### config.mk
export PLATFORM = sky130hd
export DESIGN_NAME = acc_exec_unit
export DESIGN_NICKNAME = d
export VERILOG_FILES = /design/src/rtl/acc_exec_pkg.sv /design/src/rtl/acc_exec_decode.sv /design/src/rtl/acc_exec_alu.sv /design/src/rtl/acc_exec_regs.sv /design/src/rtl/acc_exec_unit.sv
export SDC_FILE = /design/constraint.sdc
export NUM_CORES = 1
export LEC_CHECK = 0
export BUFFER_PORTS_ARGS = -buffer_cell sky130_fd_sc_hd__buf_2
export CAP_MARGIN = 20
export CORE_MARGIN = 10
export CORE_UTILIZATION = 50
export CTS_CLUSTER_DIAMETER = 40
export CTS_CLUSTER_SIZE = 8
export DETAILED_ROUTE_END_ITERATION = 10
export GPL_TIMING_DRIVEN = 1
export PLACE_DENSITY = 0.72
export SLEW_MARGIN = 20
export SYNTH_ARGS = -nofsm -noshare
export SYNTH_HDL_FRONTEND = slang
export SYNTH_SLANG_ARGS = --single-unit
export TNS_END_PERCENT = 5
### constraint.sdc
create_clock -name clk -period 8.4 [get_ports clk]
set_input_delay 0.42 -clock clk [delete_from_list [all_inputs] [get_ports clk]]
set_output_delay 0.42 -clock clk [all_outputs]
set_load 0.01 [all_outputs]
### src/rtl/acc_exec_pkg.sv
package acc_exec_pkg;

  localparam int OPW = 4;

  typedef enum logic [OPW-1:0] {
    OP_LDA_DIR = 4'h0,
    OP_LDA_IMM = 4'h1,
    OP_LDA_IDX = 4'h2,
    OP_STA     = 4'h3,
    OP_ADD     = 4'h4,
    OP_SUB     = 4'h5,
    OP_AND     = 4'h6,
    OP_ORA     = 4'h7,
    OP_CMP     = 4'h8,
    OP_LDX     = 4'h9,
    OP_INX     = 4'hA,
    OP_CPX     = 4'hB
  } opcode_e;

  typedef enum logic [2:0] {
    FN_PASS_OPND = 3'd0,
    FN_PASS_REG  = 3'd1,
    FN_ADD       = 3'd2,
    FN_SUB       = 3'd3,
    FN_AND       = 3'd4,
    FN_OR        = 3'd5,
    FN_INC       = 3'd6
  } alu_fn_e;

  typedef struct packed {
    alu_fn_e fn;
    logic    src_x;
    logic    wr_acc;
    logic    wr_x;
    logic    wr_store;
    logic    upd_c;
    logic    upd_z;
  } ctrl_t;

endpackage

### src/rtl/acc_exec_decode.sv
module acc_exec_decode
  import acc_exec_pkg::*;
(
  input  logic           clk,
  input  logic           rst_n,
  input  logic [OPW-1:0] op_i,
  output ctrl_t          ctrl_o
);

  always_comb begin
    ctrl_o = '{fn: FN_PASS_OPND, src_x: 1'b0, wr_acc: 1'b0, wr_x: 1'b0,
               wr_store: 1'b0, upd_c: 1'b0, upd_z: 1'b0};
    case (op_i)
      OP_LDA_DIR, OP_LDA_IMM, OP_LDA_IDX: begin
        ctrl_o.fn     = FN_PASS_OPND;
        ctrl_o.wr_acc = 1'b1;
        ctrl_o.upd_z  = 1'b1;
      end
      OP_STA: begin
        ctrl_o.fn       = FN_PASS_REG;
        ctrl_o.wr_store = 1'b1;
        ctrl_o.upd_z    = 1'b1;
      end
      OP_ADD: begin
        ctrl_o.fn     = FN_ADD;
        ctrl_o.wr_acc = 1'b1;
        ctrl_o.upd_c  = 1'b1;
        ctrl_o.upd_z  = 1'b1;
      end
      OP_SUB: begin
        ctrl_o.fn     = FN_SUB;
        ctrl_o.wr_acc = 1'b1;
        ctrl_o.upd_c  = 1'b1;
        ctrl_o.upd_z  = 1'b1;
      end
      OP_AND: begin
        ctrl_o.fn     = FN_AND;
        ctrl_o.wr_acc = 1'b1;
        ctrl_o.upd_z  = 1'b1;
      end
      OP_ORA: begin
        ctrl_o.fn     = FN_OR;
        ctrl_o.wr_acc = 1'b1;
        ctrl_o.upd_z  = 1'b1;
      end
      OP_CMP: begin
        ctrl_o.fn    = FN_SUB;
        ctrl_o.upd_c = 1'b1;
        ctrl_o.upd_z = 1'b1;
      end
      OP_LDX: begin
        ctrl_o.fn    = FN_PASS_OPND;
        ctrl_o.src_x = 1'b1;
        ctrl_o.wr_x  = 1'b1;
        ctrl_o.upd_z = 1'b1;
      end
      OP_INX: begin
        ctrl_o.fn    = FN_INC;
        ctrl_o.src_x = 1'b1;
        ctrl_o.wr_x  = 1'b1;
        ctrl_o.upd_z = 1'b1;
      end
      OP_CPX: begin
        ctrl_o.fn    = FN_SUB;
        ctrl_o.src_x = 1'b1;
        ctrl_o.upd_c = 1'b1;
        ctrl_o.upd_z = 1'b1;
      end
      default: ;
    endcase
  end

  // unused opcodes request no write and no flag change
  assert_nop_quiet_R10: assert property (@(posedge clk) disable iff (!rst_n)
    (op_i >= 4'hC) |-> !(ctrl_o.wr_acc || ctrl_o.wr_x || ctrl_o.wr_store ||
                         ctrl_o.upd_c || ctrl_o.upd_z));

  // at most one destination register per instruction
  assert_single_dest_R12: assert property (@(posedge clk) disable iff (!rst_n)
    $onehot0({ctrl_o.wr_acc, ctrl_o.wr_x, ctrl_o.wr_store}));

endmodule

### src/rtl/acc_exec_alu.sv
module acc_exec_alu
  import acc_exec_pkg::*;
#(
  parameter int DW = 8
) (
  input  logic          clk,
  input  logic          rst_n,
  input  alu_fn_e       fn_i,
  input  logic          src_x_i,
  input  logic [DW-1:0] acc_i,
  input  logic [DW-1:0] idx_i,
  input  logic [DW-1:0] opnd_i,
  output logic [DW-1:0] res_o,
  output logic          cout_o,
  output logic          zero_o
);

  localparam int EW = DW + 1;

  function automatic logic [EW-1:0] f_add(input logic [DW-1:0] a, input logic [DW-1:0] b);
    return {1'b0, a} + {1'b0, b};
  endfunction

  // top bit of the widened difference is the borrow
  function automatic logic [EW-1:0] f_sub(input logic [DW-1:0] a, input logic [DW-1:0] b);
    return {1'b0, a} - {1'b0, b};
  endfunction

  function automatic logic [DW-1:0] f_inc(input logic [DW-1:0] a);
    return a + {{(DW-1){1'b0}}, 1'b1};
  endfunction

  logic [DW-1:0] src_val;
  logic [EW-1:0] sum_w;
  logic [EW-1:0] diff_w;

  assign src_val = src_x_i ? idx_i : acc_i;
  assign sum_w   = f_add(src_val, opnd_i);
  assign diff_w  = f_sub(src_val, opnd_i);

  always_comb begin
    res_o  = opnd_i;
    cout_o = 1'b0;
    case (fn_i)
      FN_PASS_OPND: res_o = opnd_i;
      FN_PASS_REG:  res_o = src_val;
      FN_ADD: begin
        res_o  = sum_w[DW-1:0];
        cout_o = sum_w[DW];
      end
      FN_SUB: begin
        res_o  = diff_w[DW-1:0];
        cout_o = diff_w[DW];
      end
      FN_AND:  res_o = src_val & opnd_i;
      FN_OR:   res_o = src_val | opnd_i;
      FN_INC:  res_o = f_inc(src_val);
      default: res_o = opnd_i;
    endcase
  end

  assign zero_o = (res_o == '0);

  // borrow is set exactly when the operand is the larger value
  assert_borrow_rule_R5: assert property (@(posedge clk) disable iff (!rst_n)
    (fn_i == FN_SUB) |-> (cout_o == (opnd_i > src_val)));

  // an add carries out exactly when the truncated sum is below an addend
  assert_carry_rule_R4: assert property (@(posedge clk) disable iff (!rst_n)
    (fn_i == FN_ADD) |-> (cout_o == (res_o < opnd_i)));

endmodule

### src/rtl/acc_exec_regs.sv
module acc_exec_regs #(
  parameter int DW = 8
) (
  input  logic          clk,
  input  logic          rst_n,
  input  logic          exec_i,
  input  logic          wr_acc_i,
  input  logic          wr_x_i,
  input  logic          wr_store_i,
  input  logic          upd_c_i,
  input  logic          upd_z_i,
  input  logic [DW-1:0] res_i,
  input  logic          cout_i,
  input  logic          zero_i,
  output logic [DW-1:0] acc_q,
  output logic [DW-1:0] idx_q,
  output logic [DW-1:0] store_q,
  output logic          c_q,
  output logic          z_q
);

  logic do_acc, do_x, do_st, do_c, do_z;

  assign do_acc = exec_i & wr_acc_i;
  assign do_x   = exec_i & wr_x_i;
  assign do_st  = exec_i & wr_store_i;
  assign do_c   = exec_i & upd_c_i;
  assign do_z   = exec_i & upd_z_i;

  always_ff @(posedge clk or negedge rst_n) begin
    if (!rst_n) begin
      acc_q   <= '0;
      idx_q   <= '0;
      store_q <= '0;
      c_q     <= 1'b0;
      z_q     <= 1'b0;
    end else begin
      if (do_acc) acc_q   <= res_i;
      if (do_x)   idx_q   <= res_i;
      if (do_st)  store_q <= res_i;
      if (do_c)   c_q     <= cout_i;
      if (do_z)   z_q     <= zero_i;
    end
  end

  // no strobe, no state change
  assert_idle_hold_R11: assert property (@(posedge clk) disable iff (!rst_n)
    !exec_i |=> ($stable(acc_q) && $stable(idx_q) && $stable(store_q) &&
                 $stable(c_q) && $stable(z_q)));

endmodule

### src/rtl/acc_exec_unit.sv
module acc_exec_unit
  import acc_exec_pkg::*;
#(
  parameter int DW = 8
) (
  input  logic           clk,
  input  logic           rst_n,
  input  logic [OPW-1:0] op_i,
  input  logic           exec_i,
  input  logic [DW-1:0]  operand_i,
  output logic [DW-1:0]  acc_o,
  output logic [DW-1:0]  idx_o,
  output logic           carry_o,
  output logic           zero_o,
  output logic [DW-1:0]  store_data_o
);

  ctrl_t         ctrl;
  logic [DW-1:0] alu_res;
  logic          alu_cout;
  logic          alu_zero;

  acc_exec_decode u_dec (
    .clk    (clk),
    .rst_n  (rst_n),
    .op_i   (op_i),
    .ctrl_o (ctrl)
  );

  acc_exec_alu #(.DW(DW)) u_alu (
    .clk     (clk),
    .rst_n   (rst_n),
    .fn_i    (ctrl.fn),
    .src_x_i (ctrl.src_x),
    .acc_i   (acc_o),
    .idx_i   (idx_o),
    .opnd_i  (operand_i),
    .res_o   (alu_res),
    .cout_o  (alu_cout),
    .zero_o  (alu_zero)
  );

  acc_exec_regs #(.DW(DW)) u_regs (
    .clk        (clk),
    .rst_n      (rst_n),
    .exec_i     (exec_i),
    .wr_acc_i   (ctrl.wr_acc),
    .wr_x_i     (ctrl.wr_x),
    .wr_store_i (ctrl.wr_store),
    .upd_c_i    (ctrl.upd_c),
    .upd_z_i    (ctrl.upd_z),
    .res_i      (alu_res),
    .cout_i     (alu_cout),
    .zero_i     (alu_zero),
    .acc_q      (acc_o),
    .idx_q      (idx_o),
    .store_q    (store_data_o),
    .c_q        (carry_o),
    .z_q        (zero_o)
  );

  assert_load_acc_R2: assert property (@(posedge clk) disable iff (!rst_n)
    (exec_i && (op_i == OP_LDA_DIR || op_i == OP_LDA_IMM || op_i == OP_LDA_IDX))
    |=> (acc_o == $past(operand_i)) && (carry_o == $past(carry_o)) &&
        (zero_o == ($past(operand_i) == '0)));

  assert_store_R3: assert property (@(posedge clk) disable iff (!rst_n)
    (exec_i && op_i == OP_STA)
    |=> (store_data_o == $past(acc_o)) && $stable(acc_o) &&
        (carry_o == $past(carry_o)) && (zero_o == ($past(acc_o) == '0)));

  assert_cmp_acc_R7: assert property (@(posedge clk) disable iff (!rst_n)
    (exec_i && op_i == OP_CMP)
    |=> $stable(acc_o) && (carry_o == ($past(operand_i) > $past(acc_o))) &&
        (zero_o == ($past(operand_i) == $past(acc_o))));

  assert_cmp_idx_R9: assert property (@(posedge clk) disable iff (!rst_n)
    (exec_i && op_i == OP_CPX)
    |=> $stable(idx_o) && (carry_o == ($past(operand_i) > $past(idx_o))) &&
        (zero_o == ($past(operand_i) == $past(idx_o))));

endmodule

==> results.cfg, run 1 <==
[power]
intPower_w = 0.000381
p_seq_share_pct = 30.8
switching_share_pct = 44.9
power_frac_comb_pct = 57.7
leakagePower_nw = 1.42
p_switching_w = 0.000311
clkPwrFrac_pct = 11.5
vdd_ir_drop_max_mv = 0.172
p_per_area_nw_per_um2 = 234

[timing]
setup_tns_ns = 0
setup_ws_ns = 4.68
clock_skew_ns = 0.00217
maxClockFrequency_mhz = 269
setup_viol = 0
period_share_pct = 44.3
relSlewSlack_pct = 46.0
worstMarginPinSlew_ns = 0.798
rsz0062_at_grt = no
hold_viol = 0
maxSlewViolCount = 0
layout_min_cycle_time_ns = 3.72

[synth]
synth_edf_count = 0
synth_seq_cells = 26
postSynthCellCount = 309
synth_area_um2 = 2720
ys_seq_area_share_pct = 23.9
async_flop_share_pct = 100
avgSynthCellArea_um2 = 8.80
syn_nets = 351
ys_warn_count = 0
synthFlopType = dfrtp_1
synthDistinctLibCells = 67

[clocking]
post_cts_buffers = 0
tritoncts = yes
cts_made_buffers = 3
cts_resized = 0
cts_buffer_depth = 2
hold_buffers = 0
root_buffer = clkbuf_8
cts_sinks = 26
htree_levels = 1
clk_pin_slew_worst_paths_ns = 0.08
insertion_delay_ns = 0.27

[routing]
drt_iter0_markers = 256
wl_per_cell_um = 18.1
drc_errors = 0
wl_um = 7380
firstDrtPassIters = 7
ant_nets = 0
vias_per_cell = 6.01
route.vias.total = 2446

[worst_setup_path]
cp-startpoint = op_i[0]
path_delay_family = simple AND/OR/NAND/NOR gates
r2r-start = u_regs.idx_q[0]
cpPeakStageDelay_ns = 0.43
required_ns = 8.58
r2r_slack_ns = 5.31
cp.buffers_inverters = 3
setup.worst_path.start_class = primary input
end_kind = flip-flop
path_cells = buf_2 -> nor2_4 -> nor2_4 -> mux2_2 -> inv_1 -> ha_1 -> inv_1 -> fa_1 -> xor2_1 -> mux2i_1 -> nor3_1 -> nor3_1 -> and4b_1 -> nand4bb_1 -> o32ai_2
slowest_stage = buf_2
cp_data_arrival_time_ns = 3.90
path_max_fanout = 28
worstSetupPathType = primary input to flip-flop

[run]
drv_cap = 0

[floorplan]
die_h_um = 93.8
rows = 26
die-area_um2 = 8790
die_w_um = 93.8
coreArea_um2 = 5200
top_level_ports = 41
initial_core_util_pct = 52.3

[layout]
syn_to_final_growth_pct = 8.88
final_util_pct = 56.9
fillers = 478
drive_gt1_share_pct = 23.1
fin_nets = 380
n_antenna_cell = 0

[hold_path]
worstHoldPathType = primary input to asynchronous set/reset pin

[placed_design]
port-buffer-count = 40
dp_hpwl_um = 5890
place.gp.congestion = 0.961
dp_slack_ns = 4.47

[global_route]
grt_max_degree = 29
track_usage_pct = 16.4
grt-ovfl-total = 0
grt_pass1_vias = 2381
antenna_found_initial = 0
grt_first_pass_wirelength_um = 12000

[outcome]
status = completed
[path summary, 6_finish.rpt]
path | endpoint | depth (start not counted)
setup / recovery | u_regs.z_q | 15
hold / removal | u_regs.store_q[6] | 1
setup reg to reg | u_regs.z_q | 12
hold reg to reg | u_regs.store_q[7] | 2
max in group asynchronous | u_regs.idx_q[1] | 1
min in group clk | u_regs.c_q | 2
[Yosys cell counts, drive strengths merged, types with 4 or more instances]
| cell type | number | share of area (%) |
|---|---|---|
| nand2 | 29 | 4.1 |
| dfrtp | 26 | 24 |
| inv | 26 | 3.6 |
| ha | 25 | 11 |
| o21ai | 21 | 4.0 |
| mux2 | 19 | 8.0 |
| nor2 | 18 | 3.0 |
| buf | 13 | 3.8 |
| a21oi | 11 | 2.3 |
| nor2b | 8 | 1.8 |
| xnor2 | 7 | 2.3 |
| nand3 | 6 | 1.5 |
| nor3 | 6 | 1.1 |
| a211oi | 5 | 1.4 |
| a221o | 5 | 1.8 |
| and3 | 5 | 1.1 |
| clkbuf | 5 | 0.69 |
| mux2i | 5 | 2.0 |
| xor2 | 5 | 1.6 |
| a21o | 4 | 1.1 |
| o211ai | 4 | 1.1 |
[final cells by class]
cell class | instances | area [µm²] | area share (%)
inverters | 26 | 97.6 | 3.30
multi-input cells | 239 | 1860 | 62.7
well taps | 70 | 87.6 | 2.96
flip-flops and latches | 26 | 651 | 22.0
clock buffers | 4 | 55.1 | 1.86
repair buffers | 42 | 215 | 7.27
[placed cells by master (no fill, tap or decap), types with 4 or more instances in the layout]
cell type  instances
a221o_1            5
mux2i_1            4
inv_1             26
nor3_1             6
xor2_1             5
nand2_1           28
a211oi_1           5
clkbuf_8           4
dfrtp_1           26
buf_2             40
mux2_2            18
nor2b_1            8
nand3_1            4
o21ai_0           15
o21ai_1            5
a21oi_1            9
ha_1              25
xnor2_1            7
nor2_1            16
a21o_1             4
o211ai_1           4
and3_1             5
[per-layer routing]
metal	GRT usage, %	routed length (µm)	vias to the layer above	share of wire [%]
met3	2.16	440	15	6.0
met1	22.2	3440	1163	47
met5	0	0	-	0
li1	-	-	1177	-
met2	26.6	3380	91	46
met4	4.43	122	0	1.7
[stage by stage]
stage | hold slack (ns) | std cells | area [µm²] | power [W]
after floorplan | 0.124 | 309 | 2720 | 0.000483
after global placement | 0.442 | 403 | 2900 | 0.000603
after detailed placement | 0.446 | 403 | 2900 | 0.000608
after CTS | 0.154 | 407 | 2960 | 0.000690
after global routing | 0.176 | 407 | 2960 | 0.000744
final | 0.137 | 407 | 2960 | 0.000692
[kinds of logic after synthesis]
kind of cell               count (synthesis)  share of synthesized area [%]
AOI/OAI and AO/OA                         82                           22.0
buffers and inverters                     44                           8.10
DFF                                       26                           23.9
xor gates and xnor gates                  12                           3.86
and+or+nand+nor                           94                           19.2
muxes                                     24                           9.98
adders and majority gates                 27                           13.0
[power groups by stage]
stage	registers (W)	logic (W)	clock network [W]
6_report	0.000213	0.000399	0.0000794
5_1_grt	0.000217	0.000441	0.0000860
4_1_cts	0.000211	0.000397	0.0000810
3_5_place_dp	0.000213	0.000395	0
3_3_place_gp	0.000213	0.000390	0
2_1_floorplan	0.000221	0.000262	0
[flip-flops by register name, summed over array words and instances (netlist names)]
signal          count
u_regs.c_q          1
u_regs.idx_q        8
u_regs.acc_q        8
u_regs.store_q      8
u_regs.z_q          1
Note: power is estimated with default switching activity, not from simulation.
==> inputs of run 2 (changes only) <==
PLACE_DENSITY = 0.75   (was 0.72)
clock period = 3.1 ns   (was 8.4 ns; I/O delays follow)
==> run 2 against run 1 <==
Effect of this change: clock-buffer cell count did not move; worst setup slack got worse by 4.5 ns; worst hold slack worse by 0.0061 ns; largest cell class unchanged.
==> results.cfg, run 2 (synthesis results as in run 1) <==
[worst_setup_path]
path_delay_family = multiplexers
end_kind = flip-flop
slowest_stage = mux2_2
cp.buffers_inverters = 2
cp_data_arrival_time_ns = 3.07
path_cells = buf_2 -> nand2b_1 -> nor2_4 -> buf_4 -> mux2_2 -> ha_1 -> nor2b_1 -> o2111ai_1 -> nand2_1 -> o41ai_1 -> mux2i_1 -> nand3_2 -> mux2_2
cpPeakStageDelay_ns = 0.42
required_ns = 3.26
worstSetupPathType = primary input to flip-flop
cpMostUsedCell = mux2_2
setup.worst_path.start_class = primary input
path_max_fanout = 6

[clocking]
hold_buffers = 1
insertion_delay_ns = 0.27
htree_levels = 1
cts_sinks = 26
root_buffer = clkbuf_8
post_cts_buffers = 0
cts_buffer_depth = 2
clk_pin_slew_worst_paths_ns = 0.09
cts_resized = 0
tritoncts = yes
cts_made_buffers = 3

[timing]
rsz0062_at_grt = no
setup_ws_ns = 0.197
layout_min_cycle_time_ns = 2.90
maxSlewViolCount = 0
maxClockFrequency_mhz = 344
hold_viol = 0
clock_skew_ns = 0.00381
period_share_pct = 93.7
setup_viol = 0
relSlewSlack_pct = 56.6
worstMarginPinSlew_ns = 0.646

[routing]
drt_iter0_markers = 219
drc_errors = 0
route.vias.total = 2597
ant_nets = 0
wl_per_cell_um = 18.1
wl_um = 7780
firstDrtPassIters = 5
vias_per_cell = 6.03

[global_route]
use_met1_pct = 24.1
busiest_layer = met2
grtUsageMet2_pct = 29.4
track_usage_pct = 17.8
grt_first_pass_wirelength_um = 13100
use_met3_pct = 2.00
antenna_found_initial = 0
grt_pass1_vias = 2644
grt_max_degree = 28
grt-ovfl-total = 0

[layout]
final_cell_mix = 40 x buf_2, 28 x nand2_1, 26 x inv_1, 26 x dfrtp_1
stdcell_count = 431
fillers = 471
multi_input_comb_area_um2 = 1850
reg_top3 = u_regs.acc_q: 8 flops, u_regs.idx_q: 8 flops, u_regs.store_q: 8 flops
final_util_pct = 60.3
layout_commonest_cell = buf_2
n_antenna_cell = 0
fin_nets = 404
final_cell_area_um2 = 3140
register_area_um2 = 651
drive_gt1_share_pct = 27.7
syn_to_final_growth_pct = 15.4

[power]
total_power_w = 0.00197
leakagePower_nw = 1.53
vdd_ir_drop_max_mv = 0.503
p_per_area_nw_per_um2 = 628

[floorplan]
initial_core_util_pct = 52.3
die-area_um2 = 8790
top_level_ports = 41
die_w_um = 93.8
die_h_um = 93.8
coreArea_um2 = 5200
rows = 26

[placed_design]
dp_hpwl_um = 6160
port-buffer-count = 40
placed_area_um2 = 3070
place.gp.congestion = 0.934
dp_slack_ns = -0.0401
dp_cells = 426

[run]
drv_cap = 0

[outcome]
status = completed

[hold_path]
worstHoldPathType = primary input to flip-flop
run 2: cell types whose count changed in the layout (fill, tap and decap cells not counted), sizes merged:
cell / delta
dlygate4sd3: +1
buf: +23
run 2: per-stage QoR:
step / hold WS [ns] / setup TNS [ns]
5_1_grt: 0.145 / 0
2_1_floorplan: -0.141 / 0
6_report: 0.131 / 0
3_5_place_dp: 0.190 / -0.0505
4_1_cts: 0.127 / 0
3_3_place_gp: 0.183 / 0
run 2: cell type report:
cell class                      count  share of cell area, %
Multi-Input combinational cell    239                   58.9
Sequential cell                    26                   20.7
Timing Repair Buffer               66                   12.7
Inverter                           26                   3.11
Tap cell                           70                   2.79
Clock buffer                        4                   1.75
run 2: routing by layer:
metal  wire, µm  part of all wire [%]
met1       3570                    46
met2       3620                    47
met3        473                   6.1
met4        119                   1.5
met5          0                     0
run 2: report_power, final:
part | internal [W] | leakage (nW) | switching, W
Combinational | 0.000543 | 1.18 | 0.000646
Clock | 0.000114 | 0.0288 | 0.000107
Sequential | 0.000450 | 0.325 | 0.000109
run 2: path summary, 6_finish.rpt:
check                                       start                 to  slack, ns  depth (start not counted)
max in group asynchronous                   rst_n  u_regs.store_q[6]       2.32                          2
min in group asynchronous                   rst_n  u_regs.store_q[5]       0.40                          2
worst max register to register    u_regs.idx_q[0]         u_regs.z_q       0.20                         12
worst min-delay path                       exec_i         u_regs.c_q       0.13                          2
worst max-delay path                      op_i[2]    u_regs.acc_q[7]       0.20                         13
worst min register to register  u_regs.store_q[2]  u_regs.store_q[2]       0.49                          2
run 2: worst reg2reg max path: stages (launching register included):
cell and delay [ns]:
dfrtp_1 0.39, mux2_2 0.31, inv_1 0.09, ha_1 0.17, inv_1 0.06, fa_1 0.43
a21o_1 0.20, a21oi_1 0.16, xor2_1 0.16, o221ai_1 0.15, a21o_1 0.21, nand4bb_1 0.21
o32ai_2 0.26
